--- config.mk ---
export PLATFORM = sky130hd
export DESIGN_NAME = irq_level_encoder
export DESIGN_NICKNAME = d
export VERILOG_FILES = /design/src/rtl/irqenc_pkg.sv /design/src/rtl/irqenc_rst_sync.sv /design/src/rtl/irqenc_pend_reg.sv /design/src/rtl/irqenc_prio_find.sv /design/src/rtl/irqenc_out_map.sv /design/src/rtl/irq_level_encoder.sv
export SDC_FILE = /design/constraint.sdc
export NUM_CORES = 1
export LEC_CHECK = 0
export CAP_MARGIN = 5
export CORE_UTILIZATION = 40
export DETAILED_ROUTE_END_ITERATION = 8
export DONT_BUFFER_PORTS = 1
export HOLD_SLACK_MARGIN = 0.02
export PLACE_DENSITY = 0.66
export RECOVER_POWER = 25
export SYNTH_ARGS = -nofsm -noshare
export SYNTH_HDL_FRONTEND = slang
export SYNTH_SLANG_ARGS = --single-unit
--- constraint.sdc ---
create_clock -name clk -period 0.85 [get_ports clk]
set_clock_uncertainty 0.2 [all_clocks]
set_input_delay 0.17 -clock clk [delete_from_list [all_inputs] [get_ports clk]]
set_output_delay 0.17 -clock clk [all_outputs]
set_load 0.01 [all_outputs]
--- src/rtl/irqenc_pkg.sv ---
package irqenc_pkg;

  // Saturating level for a winning index: index + 1, clipped to the field maximum.
  function automatic int unsigned sat_level(input int unsigned idx, input int unsigned lvl_max);
    int unsigned raw;
    raw = idx + 1;
    return (raw > lvl_max) ? lvl_max : raw;
  endfunction

  // Autovector number for a winning index.
  function automatic int unsigned vec_number(input int unsigned idx, input int unsigned base);
    return idx + base;
  endfunction

endpackage

--- src/rtl/irqenc_rst_sync.sv ---
module irqenc_rst_sync #(
  parameter int STAGES = 2
) (
  input  logic clk,
  input  logic rst_n,
  output logic rst_int_n
);

  logic [STAGES-1:0] sync_q;
  logic [STAGES-1:0] sync_d;

  always_comb begin
    sync_d = {sync_q[STAGES-2:0], 1'b1};
  end

  always_ff @(posedge clk or negedge rst_n) begin
    if (!rst_n) sync_q <= '0;
    else        sync_q <= sync_d;
  end

  assign rst_int_n = sync_q[STAGES-1];

endmodule

--- src/rtl/irqenc_pend_reg.sv ---
module irqenc_pend_reg #(
  parameter int NUM_LINES = 8
) (
  input  logic                 clk,
  input  logic                 rst_int_n,
  input  logic [NUM_LINES-1:0] req,
  output logic [NUM_LINES-1:0] pend_q
);

  logic [NUM_LINES-1:0] pend_d;
  logic                 pend_en;

  always_comb begin
    pend_d  = req;
    pend_en = (pend_d != pend_q);
  end

  always_ff @(posedge clk or negedge rst_int_n) begin
    if (!rst_int_n)   pend_q <= '0;
    else if (pend_en) pend_q <= pend_d;
  end

  logic was_active_q;
  always_ff @(posedge clk or negedge rst_int_n) begin
    if (!rst_int_n) was_active_q <= 1'b0;
    else            was_active_q <= 1'b1;
  end


  pend_follow_chk: assert property (@(posedge clk) disable iff (!rst_int_n)
    was_active_q |-> pend_q == $past(req));


  pend_reset_chk: assert property (@(posedge clk)
    !rst_int_n |-> pend_q == '0);

endmodule

--- src/rtl/irqenc_prio_find.sv ---
module irqenc_prio_find #(
  parameter int NUM_LINES = 8,
  localparam int IDX_W = (NUM_LINES > 1) ? $clog2(NUM_LINES) : 1
) (
  input  logic [NUM_LINES-1:0] req,
  output logic                 any,
  output logic [IDX_W-1:0]     idx
);

  // One-hot winner: a line wins when it is set and nothing above it is set.
  logic [NUM_LINES-1:0] above;
  logic [NUM_LINES-1:0] win;

  assign above[NUM_LINES-1] = 1'b0;
  genvar g;
  generate
    for (g = NUM_LINES - 2; g >= 0; g--) begin : g_above
      assign above[g] = above[g+1] | req[g+1];
    end
    for (g = 0; g < NUM_LINES; g++) begin : g_win
      assign win[g] = req[g] & ~above[g];
    end
  endgenerate

  always_comb begin
    idx = '0;
    for (int i = 0; i < NUM_LINES; i++) begin
      if (win[i]) idx = IDX_W'(i);
    end
    any = |req;
  end

endmodule

--- src/rtl/irqenc_out_map.sv ---
module irqenc_out_map
  import irqenc_pkg::*;
#(
  parameter int NUM_LINES = 8,
  parameter int LVL_W     = 3,
  parameter int VEC_W     = 8,
  parameter int VEC_BASE  = 25,
  localparam int IDX_W    = (NUM_LINES > 1) ? $clog2(NUM_LINES) : 1,
  localparam int LVL_MAX  = (1 << LVL_W) - 1
) (
  input  logic             clk,
  input  logic             rst_int_n,
  input  logic             any,
  input  logic [IDX_W-1:0] idx,
  output logic [LVL_W-1:0] level_q,
  output logic [VEC_W-1:0] vector_q
);

  logic [LVL_W-1:0] level_d;
  logic [VEC_W-1:0] vector_d;
  logic             out_en;

  always_comb begin
    if (any) begin
      level_d  = LVL_W'(sat_level(int'(idx), LVL_MAX));
      vector_d = VEC_W'(vec_number(int'(idx), VEC_BASE));
    end else begin
      level_d  = '0;
      vector_d = '0;
    end
    out_en = (level_d != level_q) || (vector_d != vector_q);
  end

  always_ff @(posedge clk or negedge rst_int_n) begin
    if (!rst_int_n) begin
      level_q  <= '0;
      vector_q <= '0;
    end else if (out_en) begin
      level_q  <= level_d;
      vector_q <= vector_d;
    end
  end


  vec_range_chk: assert property (@(posedge clk) disable iff (!rst_int_n)
    level_q != '0 |-> (vector_q >= VEC_W'(VEC_BASE)) &&
                      (vector_q <= VEC_W'(VEC_BASE + NUM_LINES - 1)));


  level_sat_chk: assert property (@(posedge clk) disable iff (!rst_int_n)
    vector_q == VEC_W'(VEC_BASE + NUM_LINES - 1) |-> level_q == LVL_W'(LVL_MAX));

endmodule

--- src/rtl/irq_level_encoder.sv ---
module irq_level_encoder #(
  parameter int NUM_LINES = 8,
  parameter int LVL_W     = 3,
  parameter int VEC_W     = 8,
  parameter int VEC_BASE  = 25
) (
  input  logic                 clk,
  input  logic                 rst_n,
  input  logic [NUM_LINES-1:0] irq_req,
  output logic [LVL_W-1:0]     cpu_level,
  output logic [VEC_W-1:0]     cpu_vector,
  output logic [NUM_LINES-1:0] pend_view
);

  localparam int IDX_W = (NUM_LINES > 1) ? $clog2(NUM_LINES) : 1;

  logic             rst_int_n;
  logic             win_any;
  logic [IDX_W-1:0] win_idx;

  irqenc_rst_sync #(.STAGES(2)) u_rst (
    .clk       (clk),
    .rst_n     (rst_n),
    .rst_int_n (rst_int_n)
  );

  irqenc_pend_reg #(.NUM_LINES(NUM_LINES)) u_pend (
    .clk       (clk),
    .rst_int_n (rst_int_n),
    .req       (irq_req),
    .pend_q    (pend_view)
  );

  // The winner is taken from the value being loaded, so outputs move with the pending register.
  irqenc_prio_find #(.NUM_LINES(NUM_LINES)) u_find (
    .req (irq_req),
    .any (win_any),
    .idx (win_idx)
  );

  irqenc_out_map #(
    .NUM_LINES (NUM_LINES),
    .LVL_W     (LVL_W),
    .VEC_W     (VEC_W),
    .VEC_BASE  (VEC_BASE)
  ) u_map (
    .clk       (clk),
    .rst_int_n (rst_int_n),
    .any       (win_any),
    .idx       (win_idx),
    .level_q   (cpu_level),
    .vector_q  (cpu_vector)
  );

  logic [IDX_W-1:0] out_idx;
  assign out_idx = IDX_W'(cpu_vector - VEC_W'(VEC_BASE));


  idle_zero_chk: assert property (@(posedge clk) disable iff (!rst_int_n)
    pend_view == '0 |-> (cpu_level == '0) && (cpu_vector == '0));


  top_wins_chk: assert property (@(posedge clk) disable iff (!rst_int_n)
    cpu_vector != '0 |-> pend_view[out_idx] && ((pend_view >> out_idx) == NUM_LINES'(1)));


  same_edge_chk: assert property (@(posedge clk) disable iff (!rst_int_n)
    $stable(pend_view) |-> $stable(cpu_vector));

endmodule

; Word level (Yosys, flattened, before mapping)
; Cells that the tools add are included.
[totals]
ff_bits = 21
latch_bits = 0
ramBits = 0
romBits = 0
input_bits = 10
out_inout_bits = 19
word_cells = 39
mem_count = 0
[op_classes]
n_addsub = 2
n_mul = 0
div = 0
magnitude_cmp = 1
n_eq_ne = 3
shift = 0
muxes = 10
bitwise_logic = 17
n_reduce_logical = 2
[op_table]
columns = cell, count
row1 = 3-bit 2-to-1 mux, 8
row2 = 8-bit inequality test, 2
row3 = 8-bit 2-to-1 mux, 1
row4 = 8-bit OR reduction, 1
row5 = 3-bit by 5-bit adder with 6-bit output (second input constant), 1
row6 = 1-bit AND, 6
row7 = 1-bit NOT, 6
row8 = 1-bit OR, 5
row9 = 3-bit by 1-bit adder with 4-bit output (second input constant), 1
row10 = 4-bit by 3-bit > comparator with 1-bit output (second input constant), 1
row11 = 3-bit inequality test, 1
row12 = 1-bit logical OR, 1
row13 = 1-bit 2-to-1 mux, 1

; Longest topological paths before layout
; Gate-level depths: netlist (run 1).
[depth]
ltp_word = 20
mapped_depth = 6
mapped_depth_nobuf = 6

; By module
; A second synthesis (run 1) with hierarchy kept.
[unflattened]
hier_cells = 58
hier_area_um2 = 673.1
[modules_own_cells]
columns = mod, n_inst, cells_each, area_each_um2
row1 = irqenc_out_map, 1, 27, 331.6
row2 = irqenc_pend_reg, 1, 16, 230.2
row3 = irqenc_prio_find, 1, 12, 57.6
row4 = irqenc_rst_sync, 1, 3, 53.8

; Worst setup path before layout (run 1)
; No wires, ideal clock.
[synth_path]
path_type = in2reg
from = in irq_req[2]
to = reg u_map.level_q[2]
arrival_ps = 1120
t_required_ps = 532
path_slack_ps = -588
path_stages = 5
n_path_buf = 0
cell_sequence = nor2_1 > o31ai_1 > ha_1 > ha_1 > a21o_1
[synth_between]
elab_chain_len = 16
[synth_lines]
columns = item, line_no
row1 = "start, declared", irq_level_encoder.sv:9  ; input logic [NUM_LINES-1:0] irq_req,
row2 = 1-bit OR, irqenc_prio_find.sv:18  ; assign above[g] = above[g+1] | req[g+1];
row3 = 1-bit NOT, irqenc_prio_find.sv:21  ; assign win[g] = req[g] & ~above[g];
row4 = 1-bit AND, irqenc_prio_find.sv:21
row5 = 1-bit 2-to-1 mux, irqenc_prio_find.sv:28  ; if (win[i]) idx = IDX_W'(i);
row6 = 3-bit 2-to-1 mux (6 in series), irqenc_prio_find.sv:28
row7 = 3-bit by 1-bit adder with 4-bit output, irqenc_pkg.sv:6  ; raw = idx + 1;
row8 = 4-bit by 3-bit > comparator with 1-bit output, irqenc_pkg.sv:7  ; return (raw > lvl_max) ? lvl_max : raw;
row9 = 3-bit 2-to-1 mux, irqenc_pkg.sv:7
row10 = 3-bit 2-to-1 mux, irqenc_out_map.sv:24  ; if (any) begin
row11 = 3-bit inequality test, irqenc_out_map.sv:31  ; out_en = (level_d != level_q) || (vector_d != vector_q);
row12 = 1-bit logical OR, irqenc_out_map.sv:31
row13 = "end signal, assigned", irqenc_out_map.sv:39  ; level_q <= level_d;
row14 = "end, declared", irqenc_out_map.sv:15  ; output logic [LVL_W-1:0] level_q,
; Parallel ways exist; a longest one is shown, timed or not.
; A chain may end at the register's enable or synchronous reset.

; Worst setup path after layout (run 1)
[layout_path]
from = reg u_pend.pend_q[6]
to = out pend_view[6]
[layout_rtl]
columns = item, line_no
row1 = "start, declared", irqenc_pend_reg.sv:7  ; output logic [NUM_LINES-1:0] pend_q
row2 = "start signal, assigned", irqenc_pend_reg.sv:20  ; else if (pend_en) pend_q <= pend_d;
row3 = "end, declared", irq_level_encoder.sv:12  ; output logic [NUM_LINES-1:0] pend_view
; No word-level cell between the ends.

==> results.toml, run 1 <==
[status]
status = "complete, but fails checks"
violations = "negative hold slack, negative setup slack"

[placed_design]
numPortBuffers = 0
post-dp-hpwl_um = 795.9
finalWeightedCongestion = 0.6940
pre_cts_slack_ns = -0.5317
placed_cells = 68

[synthesis]
synth_area_um2 = 711.9
ys_ff_latch = 19
post_synth_num_cell_types = 18
syn_area_per_cell_um2 = 12.49
ys_warn_count = 0
syn_inst = 57
yosysSeqAreaShare_pct = 66.78

[critical_path]
crit_type = "flop to output port"
crit_fanout = 1
rr_startpoint = "u_rst.sync_q[0]$_DFF_PN0_"
cp.required_ns = 0.48
end_kind = "output port"
worstReg2RegEnd = "u_rst.sync_q[1]$_DFF_PN0_"
crit_arrival_ns = 0.71
cp_num_cells = 0
crit_path_start_kind = "flop"
rrSetupSlack_ns = 0.18
rr_worst_depth = 0

[route]
drtIter0Drc = 7
wl_per_cell_um = 15.82
drt-pass1-iter-count = 5
vias = 408
drt-total-wl_um = 1202
drc = 0
post_drt_via_cell_ratio = 5.368
ant_nets = 0

[final_layout]
regArea_um2 = 475.5
drive_gt1_share_pct = 41.67
nets = 73
area_delta_synth_final_pct = 28.65
fin_cells = 76
multiInputGateArea_um2 = 259.0
antennaDiodeCount = 0
fillers = 127

[floorplan]
core_um2 = 1577
io_pins = 29
die_area_um2 = 1953
placement_rows = 14
die_h_um = 44.19
chipWidth_um = 44.19
initial_core_util_pct = 45.16

[timing]
fin_ws_ns = -0.2267
rsz0062_at_grt = "yes"
post-route-period-util_pct = 126.7
period_minus_slack_ns = 1.077
hold_ws_ns = -0.2958
clock.fmax_mhz = 928.7
maxSlewViolCount = 0
setup_violations = 23
hold_viol_final = 16

[clock_tree]
cts_buffers = 3
cts_tree = "yes"
path_clk_slew_ns = 0.10
clk_path_buf_depth = 2
cts_root_buffer = "clkbuf_4"
cts.sinks = 19
cts_max_level = 1
clk_latency_ns = 0.28

[power]
total_power_mw = 1.614
combPwrFrac_pct = 10.9
clockPowerShare_pct = 26.2
p_int_mw = 1.248
netSwitchingFraction_pct = 22.64
p_per_area_nw_per_um2 = 1762
p_seq_share_pct = 62.9
ir_worst_vdd_v = 0.0008852
p_sw_mw = 0.3654
p_leak_nw = 0.3833

[grt]
grt_overflow = 0
antenna_found_initial = 0
grt_max_degree = 18
first_global_vias = 423
grt_pass1_wl_um = 1876
track_usage_pct = 13.64

[hold_path]
hp-start = "irq_req[5]"
holdCritPathClass = "input port to flop"
hold_depth = 0
holdPathEnd = "u_pend.pend_q[5]$_DFFE_PN0P_"

[flow_run]
drv_cap = 0
==> placed cells by master (no fill, tap or decap) <==
cell / netlist / layout
a21o_1: 2 / 2
a21oi_4: 0 / 2
a31oi_1: 2 / 2
a32oi_2: 0 / 1
and2_4: 0 / 2
buf_12: 0 / 1
buf_4: 2 / 5
buf_6: 0 / 1
clkbuf_1: 9 / 1
clkbuf_4: 0 / 3
clkinv_16: 0 / 1
conb_1: 2 / 3
dfrtp_1: 19 / 19
dlygate4sd3_1: 0 / 2
ha_2: 0 / 1
ha_4: 0 / 1
inv_1: 4 / 2
inv_6: 0 / 1
nand2b_1: 1 / 1
nand3_4: 0 / 1
nor2_1: 3 / 1
nor2_4: 0 / 2
nor4_4: 1 / 1
o21a_1: 1 / 1
o311a_1: 1 / 1
o31ai_2: 0 / 2
==> registers in the layout, summed over array words and instances, names as in the netlist <==
signal / flops
u_map.vector_q: 6
u_map.level_q: 3
u_pend.pend_q: 8
u_rst.sync_q: 2
==> how the worst max path moves through the flow <==
stage                                             start                           end  slack [ns]
after floorplan                              irq_req[5]  u_map.level_q[2]$_DFFE_PN0P_       -0.47
after global placement                       irq_req[2]  u_map.level_q[2]$_DFFE_PN0P_       -0.51
after detailed placement                     irq_req[6]  u_map.level_q[2]$_DFFE_PN0P_       -0.53
after CTS                  u_pend.pend_q[6]$_DFFE_PN0P_                  pend_view[6]       -0.24
after global routing      u_map.vector_q[0]$_DFFE_PN0P_                 cpu_vector[0]       -0.26
final                      u_pend.pend_q[6]$_DFFE_PN0P_                  pend_view[6]       -0.23
==> synth_stat cells (all sizes together) <==
library cell / n / area share [%]
nand3: 1 / 1.4
o21a: 1 / 1.1
and2: 2 / 1.8
a21oi: 2 / 1.4
nor2: 3 / 1.6
a32oi: 1 / 1.2
nor4: 1 / 3.0
dfrtp: 19 / 67
nand2b: 1 / 0.88
inv: 4 / 2.1
conb: 2 / 1.1
ha: 2 / 3.5
a31oi: 2 / 1.8
o31ai: 2 / 2.1
o311a: 1 / 1.4
clkbuf: 9 / 4.7
a21o: 2 / 2.1
buf: 2 / 2.1
==> power groups by stage <==
stage,combinational (mW),clock (mW),sequential (mW)
floorplan,0.0897,0,1.04
global placement,0.116,0,1.03
detailed placement,0.120,0,1.03
CTS,0.154,0.447,1.02
global route,0.192,0.490,1.02
finish,0.175,0.423,1.02
==> area by class of cell <==
| cell class | instances | area share [%] |
|---|---|---|
| clock buffer | 4 | 2.869 |
| timing repair buffer | 9 | 9.699 |
| tap | 16 | 2.186 |
| inverter | 4 | 5.055 |
| multi-input combinational | 24 | 28.28 |
| sequential | 19 | 51.91 |
==> stage by stage <==
stage               utilization [%]  TNS, ns  cell area (µm²)
finish                        58.10   -4.169            915.9
global route                  58.10   -4.868            915.9
CTS                           54.29   -4.251            855.8
detailed placement            48.17   -2.821            759.5
global placement              48.17   -2.674            759.5
floorplan                         -   -2.338            738.2
==> cells by family (layout without fill, tap and decap cells) <==
kind of cell / Yosys count / in the layout / share of synthesized area [%]
flops: 19 / 19 / 66.78
other cells: 2 / 3 / 1.055
buf+inv: 15 / 17 / 8.962
fa+ha+maj: 2 / 2 / 3.514
simple gates: 8 / 8 / 8.612
compound gates: 11 / 11 / 11.07
==> routing by layer <==
layer	GRT usage, %	wire (µm)
met1	14.17	490
met2	23.82	611
met3	4.898	86
met4	7.273	14
met5	0	0
==> repair_timing <==
| item | in CTS | in global routing |
|---|---|---|
| endpoints found under the hold margin | 36 | 36 |
| setup buffers | 2 | 0 |
| pin swaps | 2 | 1 |
| hold buffers | 1 | 1 |
| setup endpoints to repair | 23 | 23 |
| resized for setup | 9 | 10 |
Power figures use the tool's default switching activity.
==> inputs of run 2 (changes only) <==
- CELL_PAD_IN_SITES_DETAIL_PLACEMENT: not set -> 1
- CELL_PAD_IN_SITES_GLOBAL_PLACEMENT: not set -> 1
- CORE_UTILIZATION: 40 -> 41
- PLACE_DENSITY: 0.66 -> 0.81
==> results.toml, run 2 (same netlist as run 1, synthesis figures left out) <==
[status]
status = "complete, but fails checks"
violations = "design-rule violations, negative hold slack, negative setup slack"

[final_layout]
largest_register_ffs = 8
largest-register = "u_pend.pend_q"
antennaDiodeCount = 0
drive_gt1_share_pct = 41.94
layout_commonest_cell = "dfrtp_1"
fin_cells = 78
nets = 75
largestRegisters = "u_pend.pend_q (8), u_map.vector_q (6), u_map.level_q (3)"
fillers = 142
layout_common_cells = "dfrtp_1, buf_4, conb_1, clkbuf_4, dlygate4sd3_1"
area_delta_synth_final_pct = 32.51

[placed_design]
finalWeightedCongestion = 0.6933
post-dp-hpwl_um = 897
numPortBuffers = 0
placed_cells = 68
pre_cts_slack_ns = -0.5737

[clock_tree]
clk_path_buf_depth = 2
path_clk_slew_ns = 0.11
clk_latency_ns = 0.29
cts_tree = "yes"
cts.sinks = 19
cts_root_buffer = "clkbuf_4"
cts_max_level = 1
cts_buffers = 3

[power]
p_per_area_nw_per_um2 = 1771
ir_worst_vdd_v = 0.001218
p_leak_nw = 0.3952
total_power_mw = 1.671

[floorplan]
die_h_um = 43.67
core_um2 = 1559
die_area_um2 = 1907
io_pins = 29
chipWidth_um = 43.67
initial_core_util_pct = 45.67
placement_rows = 14

[grt]
grt_max_degree = 18
antenna_found_initial = 0
met3_usage_pct = 4.167
track_usage_pct = 17.51
busiest_layer = "met2"
grt_pass1_wl_um = 2283
use_met1_pct = 21.24
use_met2_pct = 30.45
grt_overflow = 0
first_global_vias = 454

[timing]
clock.fmax_mhz = 910.9
maxSlewViolCount = 0
hold_viol_final = 32
fin_ws_ns = -0.2478
hold_ws_ns = -0.3157
post-route-period-util_pct = 129.2
period_minus_slack_ns = 1.098
setup_violations = 24
rsz0062_at_grt = "yes"

[critical_path]
crit_type = "flop to output port"
crit_fanout = 1
crit_arrival_ns = 0.73
end_kind = "output port"
cp.required_ns = 0.48
crit_path_start_kind = "flop"

[route]
drt-pass1-iter-count = 6
wl_per_cell_um = 18.74
drtIter0Drc = 5
drt-total-wl_um = 1462
vias = 423
post_drt_via_cell_ratio = 5.423
ant_nets = 0
drc = 2

[flow_run]
drv_cap = 0

[hold_path]
holdCritPathClass = "input port to flop"
run 2: cell count changes in the layout (fill, tap and decap cells not counted), sizes merged:
cell and change:
dlygate4sd3 +1, buf +1, inv +1, clkbuf -1
run 2: through the flow:
step / hold WS, ns / setup TNS [ns] / area, µm² / util [%]
final: -0.3157 / -4.493 / 943.4 / 60.51
after global routing: -0.3347 / -5.122 / 943.4 / 60.51
after CTS: -0.3167 / -4.528 / 879.6 / 56.42
after detailed placement: -0.3255 / -3.114 / 759.5 / 48.72
after global placement: -0.3255 / -2.661 / 759.5 / 48.72
after floorplan: -0.3256 / -2.338 / 738.2 / -
run 2: layout make-up:
class / count / area [µm²] / area share [%]
Timing Repair Buffer: 11 / 106.4 / 11.27
Clock buffer: 3 / 22.52 / 2.387
Clock inverter: 1 / 5.005 / 0.5305
Tap cell: 16 / 20.02 / 2.122
Sequential cell: 19 / 475.5 / 50.40
Multi-Input combinational cell: 24 / 279.0 / 29.58
Inverter: 4 / 35.03 / 3.714
run 2: final timing paths:
path	from	endpoint	slack, ns	cells after the start
max	u_pend.pend_q[5]$_DFFE_PN0P_	pend_view[5]	-0.25	0
min	irq_req[0]	u_pend.pend_q[0]$_DFFE_PN0P_	-0.32	0
max reg2reg	u_rst.sync_q[0]$_DFF_PN0_	u_rst.sync_q[1]$_DFF_PN0_	0.18	0
min reg2reg	u_rst.sync_q[1]$_DFF_PN0_	u_pend.pend_q[4]$_DFFE_PN0P_	-0.02	1
max in group asynchronous	u_rst.sync_q[1]$_DFF_PN0_	u_map.level_q[1]$_DFFE_PN0P_	0.34	1
min in group asynchronous	rst_n	u_rst.sync_q[0]$_DFF_PN0_	-0.11	1
run 2: report_power, final:
part	total (mW)	internal, mW	switching [mW]
clock	0.457	0.175	0.281
combinational	0.198	0.115	0.0828
sequential	1.02	0.964	0.0521
run 2: what timing repair did:
action / in CTS / in global routing
hold buffers: 1 / 2
hold endpoints to repair: 36 / 36
setup buffers: 3 / 0
endpoints found under the setup margin: 23 / 24
resized for setup: 13 / 7
pin swaps: 3 / 4
run 2: routing by layer:
metal,vias to the layer above,share of wire [%]
li1,189,-
met1,215,38
met2,17,56
met3,2,5.1
met4,0,0.68
met5,-,0
==> inputs of run 3 (changes only) <==
--- a/config.mk
+++ b/config.mk
@@ -16,2 +16,3 @@
 export RECOVER_POWER = 25
+export SLEW_MARGIN = 0
 export SYNTH_ARGS = -nofsm -noshare
==> constraint.sdc (replaced) <==
create_clock -name clk -period 0.85 [get_ports clk]
set_clock_uncertainty 0.2 [all_clocks]
set_input_delay 0.2125 -clock clk [delete_from_list [all_inputs] [get_ports clk]]
set_output_delay 0.2125 -clock clk [all_outputs]
set_load 0.01 [all_outputs]
==> results.toml, run 3 (same netlist as run 1, synthesis figures left out) <==
[route]
drt-total-wl_um = 1549
post_drt_via_cell_ratio = 5.302
wl_per_cell_um = 18.01
drc = 1
ant_nets = 0
drtIter0Drc = 5
drt-pass1-iter-count = 7
vias = 456

[power]
p_int_mw = 1.300
total_power_mw = 1.719
p_leak_nw = 0.4551
combPwrFrac_pct = 15.7
p_sw_mw = 0.4190
clockPowerShare_pct = 25.3
p_seq_share_pct = 59.0
ir_worst_vdd_v = 0.0009473
p_per_area_nw_per_um2 = 1592
netSwitchingFraction_pct = 24.37

[timing]
period_minus_slack_ns = 1.126
hold_viol_final = 11
rsz0062_at_grt = "yes"
maxSlewViolCount = 0
final.setup.tns_ns = -5.730
setup_violations = 25
fin_ws_ns = -0.2761
clock.fmax_mhz = 888.1
post-route-period-util_pct = 132.5
hold_ws_ns = -0.2644

[critical_path]
crit_arrival_ns = 0.71
end_kind = "output port"
crit_fanout = 1
crit_type = "flop to output port"
cp_num_cells = 0
crit_path_start_kind = "flop"
rr_worst_depth = 0
cp.required_ns = 0.44

[placed_design]
finalWeightedCongestion = 0.6889
dpl_cell_area_um2 = 759.5
post-dp-hpwl_um = 837.8
numPortBuffers = 0
pre_cts_slack_ns = -0.5899
placed_cells = 68

[clock_tree]
cts_buffers = 3
cts.sinks = 19
clk_latency_ns = 0.29
cts_max_level = 1
cts_root_buffer = "clkbuf_4"
clk_path_buf_depth = 2
cts_tree = "yes"
path_clk_slew_ns = 0.10

[final_layout]
regArea_um2 = 475.5
antennaDiodeCount = 0
area_delta_synth_final_pct = 51.67
fin_cells = 86
finish.utilization_pct = 69.26
fin_area_um2 = 1080
layout_common_cells = "dfrtp_1, buf_4, dlygate4sd3_1"
multiInputGateArea_um2 = 324.1
largest-register = "u_pend.pend_q"
drive_gt1_share_pct = 48.57
nets = 83
largest_register_ffs = 8
layout_commonest_cell = "dfrtp_1"
largestRegisters = "u_pend.pend_q (8), u_map.vector_q (6), u_map.level_q (3)"
fillers = 141

[floorplan]
chipWidth_um = 43.67
placement_rows = 14
initial_core_util_pct = 45.67
core_um2 = 1559
die_area_um2 = 1907
io_pins = 29
die_h_um = 43.67

[grt]
grt_max_degree = 18
use_met1_pct = 22.16
grt_pass1_wl_um = 2421
track_usage_pct = 18.16
use_met2_pct = 28.66
antenna_found_initial = 0
first_global_vias = 527
busiest_layer = "met2"
met3_usage_pct = 4.583
grt_overflow = 0

[hold_path]
holdCritPathClass = "input port to flop"
hold_depth = 0

[status]
status = "complete, but fails checks"
violations = "design-rule violations, negative hold slack, negative setup slack"

[flow_run]
drv_cap = 0
==> run 3: cell types whose count changed in the layout (fill, tap and decap cells not counted), sizes merged <==
cell,before,now
dlymetal6s4s,0,1
clkinv,1,2
inv,4,3
dlygate4sd3,3,4
buf,8,12
clkdlybuf4s25,0,2
==> run 3: layout make-up <==
cell class | instances | share of cell area, %
Sequential cell | 19 | 44.03
Multi-Input combinational cell | 24 | 30.01
Timing Repair Buffer | 19 | 16.57
Inverter | 4 | 4.983
Clock buffer | 3 | 2.086
Tap cell | 16 | 1.854
Clock inverter | 1 | 0.4635
==> run 3: power by group through the flow <==
| stage | Combinational [mW] | Clock, mW | Sequential [mW] |
|---|---|---|---|
| 3_5_place_dp | 0.121 | 0 | 1.03 |
| 5_1_grt | 0.295 | 0.500 | 1.02 |
| 2_1_floorplan | 0.0897 | 0 | 1.04 |
| 6_report | 0.269 | 0.435 | 1.02 |
| 3_3_place_gp | 0.116 | 0 | 1.03 |
| 4_1_cts | 0.195 | 0.463 | 1.02 |
==> run 3: repair_timing <==
item,4_1_cts,5_1_grt
endpoints found under the setup margin,23,25
hold buffers,5,2
pin swaps,5,6
resized for setup,14,17
setup buffers,5,2
endpoints found under the hold margin,34,26
==> run 3: layer usage <==
metal  vias to the layer above  share of wire [%]
met5                         -                  0
met4                         0                1.7
met3                         4                3.6
met2                        17                 52
met1                       233                 42
li1                        202                  -
==> run 3: path summary, 6_finish.rpt <==
| path | from | endpoint | slack, ns |
|---|---|---|---|
| setup / recovery | u_pend.pend_q[6]$_DFFE_PN0P_ | pend_view[6] | -0.28 |
| hold / removal | irq_req[4] | u_pend.pend_q[4]$_DFFE_PN0P_ | -0.26 |
| setup reg to reg | u_rst.sync_q[0]$_DFF_PN0_ | u_rst.sync_q[1]$_DFF_PN0_ | 0.18 |
| hold reg to reg | u_rst.sync_q[1]$_DFF_PN0_ | u_map.level_q[1]$_DFFE_PN0P_ | 0 |
| max in group asynchronous | u_rst.sync_q[1]$_DFF_PN0_ | u_map.vector_q[5]$_DFFE_PN0P_ | 0.33 |
| min in group asynchronous | rst_n | u_rst.sync_q[1]$_DFF_PN0_ | -0.06 |
